`src/rtl/mtest_pkg.sv`:
```
package mtest_pkg;

  typedef enum logic [2:0] {
    EL_M0 = 3'd0,
    EL_M1 = 3'd1,
    EL_M2 = 3'd2,
    EL_M3 = 3'd3,
    EL_M4 = 3'd4,
    EL_M5 = 3'd5
  } elem_e;

  typedef enum logic [1:0] {
    ST_IDLE  = 2'd0,
    ST_RUN   = 2'd1,
    ST_DRAIN = 2'd2
  } seq_state_e;

  // Element walks addresses downward
  function automatic logic elem_down(elem_e e);
    return (e == EL_M3) || (e == EL_M4) || (e == EL_M5);
  endfunction

  // Operations per address in an element
  function automatic logic [1:0] elem_len(elem_e e);
    return ((e == EL_M0) || (e == EL_M5)) ? 2'd1 : 2'd2;
  endfunction

  // Value a read in this element expects
  function automatic logic elem_rd_val(elem_e e);
    return (e == EL_M2) || (e == EL_M4);
  endfunction

  // Value a write in this element stores
  function automatic logic elem_wr_val(elem_e e);
    return (e == EL_M1) || (e == EL_M3);
  endfunction

  // Slot op of element e is a read
  function automatic logic op_reads(elem_e e, logic op);
    return (e != EL_M0) && (op == 1'b0);
  endfunction

  // Following element; after M5 the run ends
  function automatic elem_e elem_next(elem_e e);
    return elem_e'(3'(e) + 3'd1);
  endfunction

  // Saturating increment
  function automatic logic [15:0] sat_inc(logic [15:0] v, logic [15:0] lim);
    return (v >= lim) ? lim : v + 16'd1;
  endfunction

endpackage

```
`src/rtl/mtest_addr_gen.sv`:
```
module mtest_addr_gen #(
  parameter int AW = 8
) (
  input  logic          clk,
  input  logic          rst_n,
  input  logic          ld_lo,
  input  logic          ld_hi,
  input  logic          step_up,
  input  logic          step_dn,
  output logic [AW-1:0] addr,
  output logic          at_top,
  output logic          at_bot
);
  localparam logic [AW-1:0] TOP = {AW{1'b1}};

  always_ff @(posedge clk or negedge rst_n) begin
    if (!rst_n)       addr <= '0;
    else if (ld_lo)   addr <= '0;
    else if (ld_hi)   addr <= TOP;
    else if (step_up) addr <= addr + 1'b1;
    else if (step_dn) addr <= addr - 1'b1;
  end

  assign at_top = (addr == TOP);
  assign at_bot = (addr == '0);
endmodule

```
`src/rtl/mtest_elem_seq.sv`:
```
module mtest_elem_seq
  import mtest_pkg::*;
(
  input  logic  clk,
  input  logic  rst_n,
  input  logic  start,
  input  logic  at_top,
  input  logic  at_bot,
  output logic  start_acc,
  output logic  running,
  output logic  we,
  output logic  wdata,
  output logic  rd_now,
  output logic  exp_now,
  output logic  ld_lo,
  output logic  ld_hi,
  output logic  step_up,
  output logic  step_dn,
  output logic  finish,
  output elem_e elem
);
  seq_state_e st;
  logic       op;
  logic       last_op;
  logic       end_addr;
  logic       elem_done;

  always_comb begin
    start_acc = start && (st == ST_IDLE);
    running   = (st == ST_RUN);
    finish    = (st == ST_DRAIN);
    rd_now    = running && op_reads(elem, op);
    we        = running && !op_reads(elem, op);
    wdata     = we && elem_wr_val(elem);
    exp_now   = elem_rd_val(elem);
    last_op   = ({1'b0, op} == (elem_len(elem) - 2'd1));
    end_addr  = elem_down(elem) ? at_bot : at_top;
    elem_done = running && last_op && end_addr;
    ld_lo     = start_acc || (elem_done && ((elem == EL_M0) || (elem == EL_M1)));
    ld_hi     = elem_done && ((elem == EL_M2) || (elem == EL_M3) || (elem == EL_M4));
    step_up   = running && last_op && !end_addr && !elem_down(elem);
    step_dn   = running && last_op && !end_addr && elem_down(elem);
  end

  always_ff @(posedge clk or negedge rst_n) begin
    if (!rst_n) begin
      st   <= ST_IDLE;
      elem <= EL_M0;
      op   <= 1'b0;
    end else begin
      unique case (st)
        ST_IDLE: if (start_acc) begin
          st   <= ST_RUN;
          elem <= EL_M0;
          op   <= 1'b0;
        end
        ST_RUN: begin
          if (last_op) begin
            op <= 1'b0;
            if (end_addr) begin
              if (elem == EL_M5) st <= ST_DRAIN;
              else               elem <= elem_next(elem);
            end
          end else begin
            op <= 1'b1;
          end
        end
        ST_DRAIN: st <= ST_IDLE;
        default:  st <= ST_IDLE;
      endcase
    end
  end
endmodule

```
`src/rtl/mtest_cmp.sv`:
```
module mtest_cmp
  import mtest_pkg::*;
#(
  parameter int AW = 8,
  parameter int CW = 4
) (
  input  logic          clk,
  input  logic          rst_n,
  input  logic          clear,
  input  logic          rd_now,
  input  logic          exp_now,
  input  logic [AW-1:0] addr,
  input  logic          rdata,
  input  logic          finish,
  output logic          mismatch,
  output logic          nogo,
  output logic          go,
  output logic          done,
  output logic [AW-1:0] fail_addr,
  output logic [CW-1:0] err_count
);
  localparam logic [15:0] ERR_MAX = 16'((1 << CW) - 1);

  logic          rd_q;
  logic          exp_q;
  logic [AW-1:0] addr_q;

  always_ff @(posedge clk or negedge rst_n) begin
    if (!rst_n) begin
      rd_q   <= 1'b0;
      exp_q  <= 1'b0;
      addr_q <= '0;
    end else begin
      rd_q   <= rd_now && !clear;
      exp_q  <= exp_now;
      addr_q <= addr;
    end
  end

  assign mismatch = rd_q && (rdata != exp_q);

  always_ff @(posedge clk or negedge rst_n) begin
    if (!rst_n) begin
      nogo      <= 1'b0;
      done      <= 1'b0;
      fail_addr <= '0;
      err_count <= '0;
    end else if (clear) begin
      nogo      <= 1'b0;
      done      <= 1'b0;
      fail_addr <= '0;
      err_count <= '0;
    end else begin
      if (mismatch) begin
        nogo      <= 1'b1;
        err_count <= CW'(sat_inc(16'(err_count), ERR_MAX));
        if (!nogo) fail_addr <= addr_q;
      end
      if (finish) done <= 1'b1;
    end
  end

  assign go = done && !nogo;
endmodule

```
`src/rtl/mtest_seq.sv`:
```
module mtest_seq
  import mtest_pkg::*;
#(
  parameter int AW = 8,
  parameter int CW = 4
) (
  input  logic          clk,
  input  logic          rst_n,
  input  logic          start,
  output logic [AW-1:0] addr,
  output logic          we,
  output logic          wdata,
  input  logic          rdata,
  output logic          go,
  output logic          nogo,
  output logic          done,
  output logic [AW-1:0] fail_addr,
  output logic [CW-1:0] err_count
);
  logic  start_acc;
  logic  running;
  logic  rd_now;
  logic  exp_now;
  logic  ld_lo;
  logic  ld_hi;
  logic  step_up;
  logic  step_dn;
  logic  finish;
  logic  at_top;
  logic  at_bot;
  logic  mismatch;
  elem_e elem;

  mtest_addr_gen #(.AW(AW)) addr_i (
    .clk     (clk),
    .rst_n   (rst_n),
    .ld_lo   (ld_lo),
    .ld_hi   (ld_hi),
    .step_up (step_up),
    .step_dn (step_dn),
    .addr    (addr),
    .at_top  (at_top),
    .at_bot  (at_bot)
  );

  mtest_elem_seq seq_i (
    .clk       (clk),
    .rst_n     (rst_n),
    .start     (start),
    .at_top    (at_top),
    .at_bot    (at_bot),
    .start_acc (start_acc),
    .running   (running),
    .we        (we),
    .wdata     (wdata),
    .rd_now    (rd_now),
    .exp_now   (exp_now),
    .ld_lo     (ld_lo),
    .ld_hi     (ld_hi),
    .step_up   (step_up),
    .step_dn   (step_dn),
    .finish    (finish),
    .elem      (elem)
  );

  mtest_cmp #(.AW(AW), .CW(CW)) cmp_i (
    .clk       (clk),
    .rst_n     (rst_n),
    .clear     (start_acc),
    .rd_now    (rd_now),
    .exp_now   (exp_now),
    .addr      (addr),
    .rdata     (rdata),
    .finish    (finish),
    .mismatch  (mismatch),
    .nogo      (nogo),
    .go        (go),
    .done      (done),
    .fail_addr (fail_addr),
    .err_count (err_count)
  );
endmodule

```
`config.mk`:
```
export PLATFORM = sky130hd
export DESIGN_NAME = mtest_seq
export DESIGN_NICKNAME = d
export VERILOG_FILES = /design/src/rtl/mtest_pkg.sv /design/src/rtl/mtest_addr_gen.sv /design/src/rtl/mtest_elem_seq.sv /design/src/rtl/mtest_cmp.sv /design/src/rtl/mtest_seq.sv
export SDC_FILE = /design/constraint.sdc
export NUM_CORES = 1
export LEC_CHECK = 0
export BUFFER_PORTS_ARGS = -buffer_cell sky130_fd_sc_hd__buf_2
export CAP_MARGIN = 0
export CORE_MARGIN = 1
export CORE_UTILIZATION = 55
export CTS_BUF_LIST = sky130_fd_sc_hd__clkbuf_8
export CTS_CLUSTER_DIAMETER = 100
export DETAILED_ROUTE_END_ITERATION = 12
export GPL_TIMING_DRIVEN = 0
export PLACE_DENSITY = 0.81
export SLEW_MARGIN = 0
export SYNTH_ARGS = -nofsm -noshare
export SYNTH_HDL_FRONTEND = slang
export SYNTH_HIERARCHICAL = 1
export SYNTH_SLANG_ARGS = --single-unit
```
`constraint.sdc`:
```
create_clock -name clk -period 3.8 [get_ports clk]
set_input_delay 0.76 -clock clk [delete_from_list [all_inputs] [get_ports clk]]
set_output_delay 0.76 -clock clk [all_outputs]
set_load 0.02 [all_outputs]
```
; After elaboration in Yosys (flattened, before gate mapping)
; Cells that the tools add are included.
[word_totals]
word_cells = 104
in_bits = 4
register_bits = 38
[classes]
n_lt_le_gt_ge = 1
bitwise_logic = 1
add_sub_neg = 5
n_mux = 29
n_eq_ne = 16
n_reduce_logical = 41
[ops]
columns = op, count
row1 = 8-bit 2-to-1 mux, 7
row2 = 1-bit logical AND, 15
row3 = 3-bit 2-to-1 mux, 4
row4 = 4-bit 2-to-1 mux, 3
row5 = 2-bit 2-to-1 mux, 5
row6 = "2-bit by 1-bit != test with 1-bit output, second input constant", 5
row7 = 1-bit logical OR, 9
row8 = "8-bit by 1-bit adder with 8-bit output, second input constant", 1
row9 = "8-bit == test, second input constant", 1
row10 = 8-bit zero test, 1
row11 = "8-bit by 1-bit subtractor with 8-bit output, second input constant", 1
row12 = 1-bit 2-to-1 mux, 7
row13 = "3-bit by 2-bit == test with 1-bit output, second input constant", 2
row14 = "3-bit == test, second input constant", 2
row15 = 3-bit one-hot mux with 2 select lines, 1
row16 = 2-bit nonzero test, 3
row17 = 1-bit zero test, 5
row18 = 5-bit AND reduction, 1
row19 = "4-bit by 1-bit adder with 4-bit output, second input constant", 1
row20 = "4-bit greater-or-equal comparator, second input constant", 1
row21 = 2-bit one-hot mux with 2 select lines, 1
row22 = 2-bit AND reduction, 2
row23 = 4-bit AND reduction, 1
row24 = 4-bit nonzero test, 1
row25 = 13 further kinds, 13

; Depth between registers and ports, before layout
[depth]
word_depth = 12
mapped_depth = 12
ltp_nobuf = 12

; Modules after synthesis
; Netlist, hierarchy kept.
[by_module_without_submodules]
columns = mod, cells_per_inst, area_per_inst_um2, n_inst, seq_area_each_um2
row1 = mtest_cmp, 77, 934.6, 1, 600.6
row2 = mtest_addr_gen, 80, 673.1, 1, 200.2
row3 = mtest_elem_seq, 63, 554.3, 1, 150.1

; Worst setup path after synthesis
; Ideal clock, no wire load.
[synth_path]
path_type = register to register
startpoint = register seq_i.elem[0]
endpoint = register addr_i.addr[7]
slack_ns = 0.652
path_stages_with_launch = 13
arrival_time_ns = 3.027
required_ns = 3.679
path_cell_list = dfrtp_1 > inv_1 > ha_1 > mux2i_1 > mux2i_2 > nor3_1 > inv_1 > ha_1 > a21o_1 > and4_4 > o2111a_1 > nor3_1 > and4b_1
[synth_between]
elab_chain_len = 11
[synth_rtl]
columns = item, line_no
row1 = from (decl), mtest_elem_seq.sv:20  ; output elem_e elem
row2 = from (signal assigned), mtest_elem_seq.sv:62  ; else elem <= elem_next(elem);
row3 = 3-bit == test or 3-bit zero test (tied branches), "mtest_pkg.sv:20, mtest_pkg.sv:25"
row4 = 1-bit logical OR, mtest_pkg.sv:25  ; return ((e == EL_M0) || (e == EL_M5)) ? 2'd1 : 2'd2;
row5 = 2-bit 2-to-1 mux, mtest_pkg.sv:25
row6 = 2-bit by 1-bit subtractor with 2-bit output, mtest_elem_seq.sv:36  ; last_op = ({1'b0, op} == (elem_len(elem) - 2'd1));
row7 = 1-bit by 2-bit == test with 1-bit output, mtest_elem_seq.sv:36
row8 = 1-bit logical AND (2 in a row), mtest_elem_seq.sv:41  ; step_up = running && last_op && !end_addr && !elem_down(elem);
row9 = 1-bit logical AND *, mtest_elem_seq.sv:41
row10 = named net step_up, mtest_seq.sv:26  ; logic step_up;
row11 = 8-bit 2-to-1 mux, mtest_addr_gen.sv:20  ; else if (step_up) addr <= addr + 1'b1;
row12 = 8-bit 2-to-1 mux, mtest_addr_gen.sv:19  ; else if (ld_hi) addr <= TOP;
row13 = 8-bit 2-to-1 mux, mtest_addr_gen.sv:18  ; else if (ld_lo) addr <= '0;
row14 = to (signal assigned), mtest_addr_gen.sv:20
row15 = to (signal assigned), mtest_addr_gen.sv:21  ; else if (step_dn) addr <= addr - 1'b1;
row16 = to (decl), mtest_addr_gen.sv:10  ; output logic [AW-1:0] addr,
; The timed path passes the listed nets; every way through them passes the cells marked *.
; A chain may end at the register's enable or synchronous reset.

; Final worst setup path
[layout_path]
startpoint = register seq_i.elem[0]
endpoint = register addr_i.addr[6]
; The elaborated chain is that of the path after synthesis.

==> qor.txt <==
outcome = complete, no violations
hold_buf cts = 0
drt pass-1 iters = 5
Nets = 273
Clock Tree Root = clkbuf_8
r2r setup slk = 0.40 ns
GPL Wtd Cong = 0.762
total track usage = 0.224
Final HPWL DP = 3030 um
final setup fails = 0
Syn Std Cell Area = 2160 um2
Area Growth Syn to Fin = 15.9%
full die area = 4190 um2
Avg Inst Size Synth = 9.83 um2
first-pass GRT wire length = 7140 um
H-tree levels = 2
Slew Viols, Final = 0
clk buf depth = 2
#FFs+latches synth = 38
sequential share of the synthesized area = 0.440
multiplexer share of the synthesized area = 0.0399
critical path peak fanout = 7
I/O pin count = 29
Cells after Synth = 220
row cnt = 22
buffers added on ports = 28
largest family of logic cells by synthesized area = simple AND/OR/NAND/NOR gates
vias per cell = 5.72
Distinct cells, synth = 54
layout cells sized above 1 = 0.203
CTS tree = done
Synth Area in Simple Gates = 0.209
Critical Path Sink Type = register
Vias = 1,738
number of synthesized flops with an enable pin = 0
relative slew slack = 0.457
Starting DRT DRC Count = 156
Clock Latency Late Sink = 0.29 ns
startpoint types = register
critical path arrival = 3.60 ns
worst hold path type = reg2reg
Mapped Nets = 238
MaxCap Viol Count = 0
RSZ-0062 raised after global routing = false
vias in the first global route = 1,593
Worst Max-Slew Pin Slew = 0.815 ns
final WL = 4310 um
Final min period = 3.40 ns
fmax = 294 MHz
synthesized-area fraction occupied by adder cells = 0.0845
Synth async-reset ratio = 1.00
WS Path Type = reg2reg
die height = 64.7 um
WL per Instance = 14.2 um
n_diodes = 0
Chip Width = 64.7 um
DRC violation count after routing = 0
Final Skew = 0.00405 ns
core footprint = 3720 um2
clk sinks = 38
Peak supply drop = 729 uV
TNS Setup = 0 ns
synth warn = 6
Fin. Hold Viols = 0
clock-pin slew on the worst setup and hold paths = 0.08 ns
initial antenna violation count = 0
buffer count from post-CTS setup fixing = 0
fin crit share = 0.895
pin count of the biggest net entering global routing = 39
WP data required = 4.00 ns
Starting Density = 0.582
Synth Area in Compound Gates = 0.160
post-synthesis xor/xnor area fraction = 0.0284
PD cells = 979 nW/um2
Final Power = 2.45 mW
Synth Flop Type = dfrtp_1
worst hold slack = 0.486 ns
total grt overflow = 0
P_leak = 1.14 nW
ANT nets after route = 0
cts bufs inserted = 5
==> flip-flops by register name, indices dropped and copies added (netlist names) <==
| register | count |
|---|---|
| addr_i/addr | 8 |
| cmp_i/addr_q | 8 |
| cmp_i/done | 1 |
| cmp_i/err_count | 4 |
| cmp_i/exp_q | 1 |
| cmp_i/fail_addr | 8 |
| cmp_i/nogo | 1 |
| cmp_i/rd_q | 1 |
| seq_i/elem | 3 |
| seq_i/op | 1 |
| seq_i/st | 2 |
==> repair_timing <==
item,4_1_cts,5_1_grt
endpoints found under the hold margin,0,0
setup endpoints to repair,0,3
gates resized for setup,0,1
==> layout make-up <==
type / count / area [um2]
repair buffers: 28 / 140
flip-flops and latches: 38 / 951
fillers: 304 / 1210
clock buffers: 5 / 68.8
well taps: 48 / 60.1
clock inverters: 3 / 68.8
multi-input cells: 164 / 1130
inverters: 10 / 37.5
plain buffers: 8 / 43.8
==> cells in the mapped netlist (3+ instances only) <==
cell type | number | share of area
a211oi_1 | 4 | 0.014
a21o_1 | 3 | 0.010
a21oi_1 | 22 | 0.051
a31oi_1 | 3 | 0.0087
clkbuf_1 | 3 | 0.0052
dfrtp_1 | 38 | 0.44
ha_1 | 13 | 0.075
inv_1 | 10 | 0.017
mux2i_1 | 5 | 0.023
nand2_1 | 11 | 0.019
nand3_1 | 4 | 0.0093
nor2_1 | 21 | 0.036
nor2b_1 | 5 | 0.014
nor3_1 | 7 | 0.016
o21ai_0 | 7 | 0.016
o21ai_1 | 6 | 0.014
or3b_1 | 8 | 0.032
xnor2_1 | 6 | 0.024
==> layout by cell type, fill, tap and decap left out, drive strengths merged, types with 7 or more instances in the layout <==
master,Yosys,routed
clkbuf,3,8
or3b,8,8
buf,5,33
ha,13,13
nor3,7,7
nor2,22,22
o21ai,13,13
a21oi,23,23
dfrtp,38,38
nand2,11,11
inv,10,10
==> layer usage <==
| metal | GRT usage | wire length [um] | vias to the layer above |
|---|---|---|---|
| li1 | - | - | 856 |
| met1 | 0.270 | 1880 | 825 |
| met5 | 0 | 0 | - |
| met2 | 0.388 | 2180 | 51 |
| met4 | 0.0889 | 77 | 0 |
| met3 | 0.0423 | 163 | 6 |
==> report_power, final <==
| part | internal [mW] | total [mW] | leakage (nW) | switching, mW |
|---|---|---|---|---|
| combinational | 0.560 | 1.32 | 0.616 | 0.758 |
| clock | 0.263 | 0.412 | 0.0683 | 0.149 |
| sequential | 0.576 | 0.721 | 0.457 | 0.145 |
==> critical path, stage by stage (launching register included) <==
cell and delay, ns:
dfrtp_1 0.37, inv_1 0.11, ha_1 0.27, mux2i_1 0.27
mux2i_2 0.19, nor3_2 0.41, inv_1 0.27, fa_1 0.46
a21o_1 0.19, a211oi_1 0.30, o21bai_1 0.13, xnor2_1 0.15
a211oi_1 0.19
==> logic make-up (layout without fill, tap and decap cells) <==
logic type | Yosys count | count (layout)
mux | 8 | 8
flops | 38 | 38
compound gates | 56 | 56
xor+xnor | 7 | 7
simple gates | 79 | 79
fa+ha+maj | 14 | 14
buf+inv | 18 | 54
==> worst paths after layout <==
kind | start | endpoint | cells past startpoint
max | seq_i/elem[0] | addr_i/addr[6] | 12
min | addr_i/addr[3] | cmp_i/addr_q[3] | 0
max reg2reg | seq_i/elem[0] | addr_i/addr[6] | 12
min reg2reg | addr_i/addr[3] | cmp_i/addr_q[3] | 0
max in group asynchronous | rst_n | addr_i/addr[3] | 1
min in group asynchronous | rst_n | seq_i/op | 1
==> metrics by stage <==
step	instances	util	cell area [um2]	setup WS (ns)
after floorplan	220	-	2160	0.652
after global placement	296	0.636	2360	0.272
after detailed placement	296	0.636	2360	0.143
after global routing	304	0.674	2500	0.192
final	304	0.674	2500	0.397
after CTS	304	0.673	2500	0.123
(Power assumes the default switching activity.)
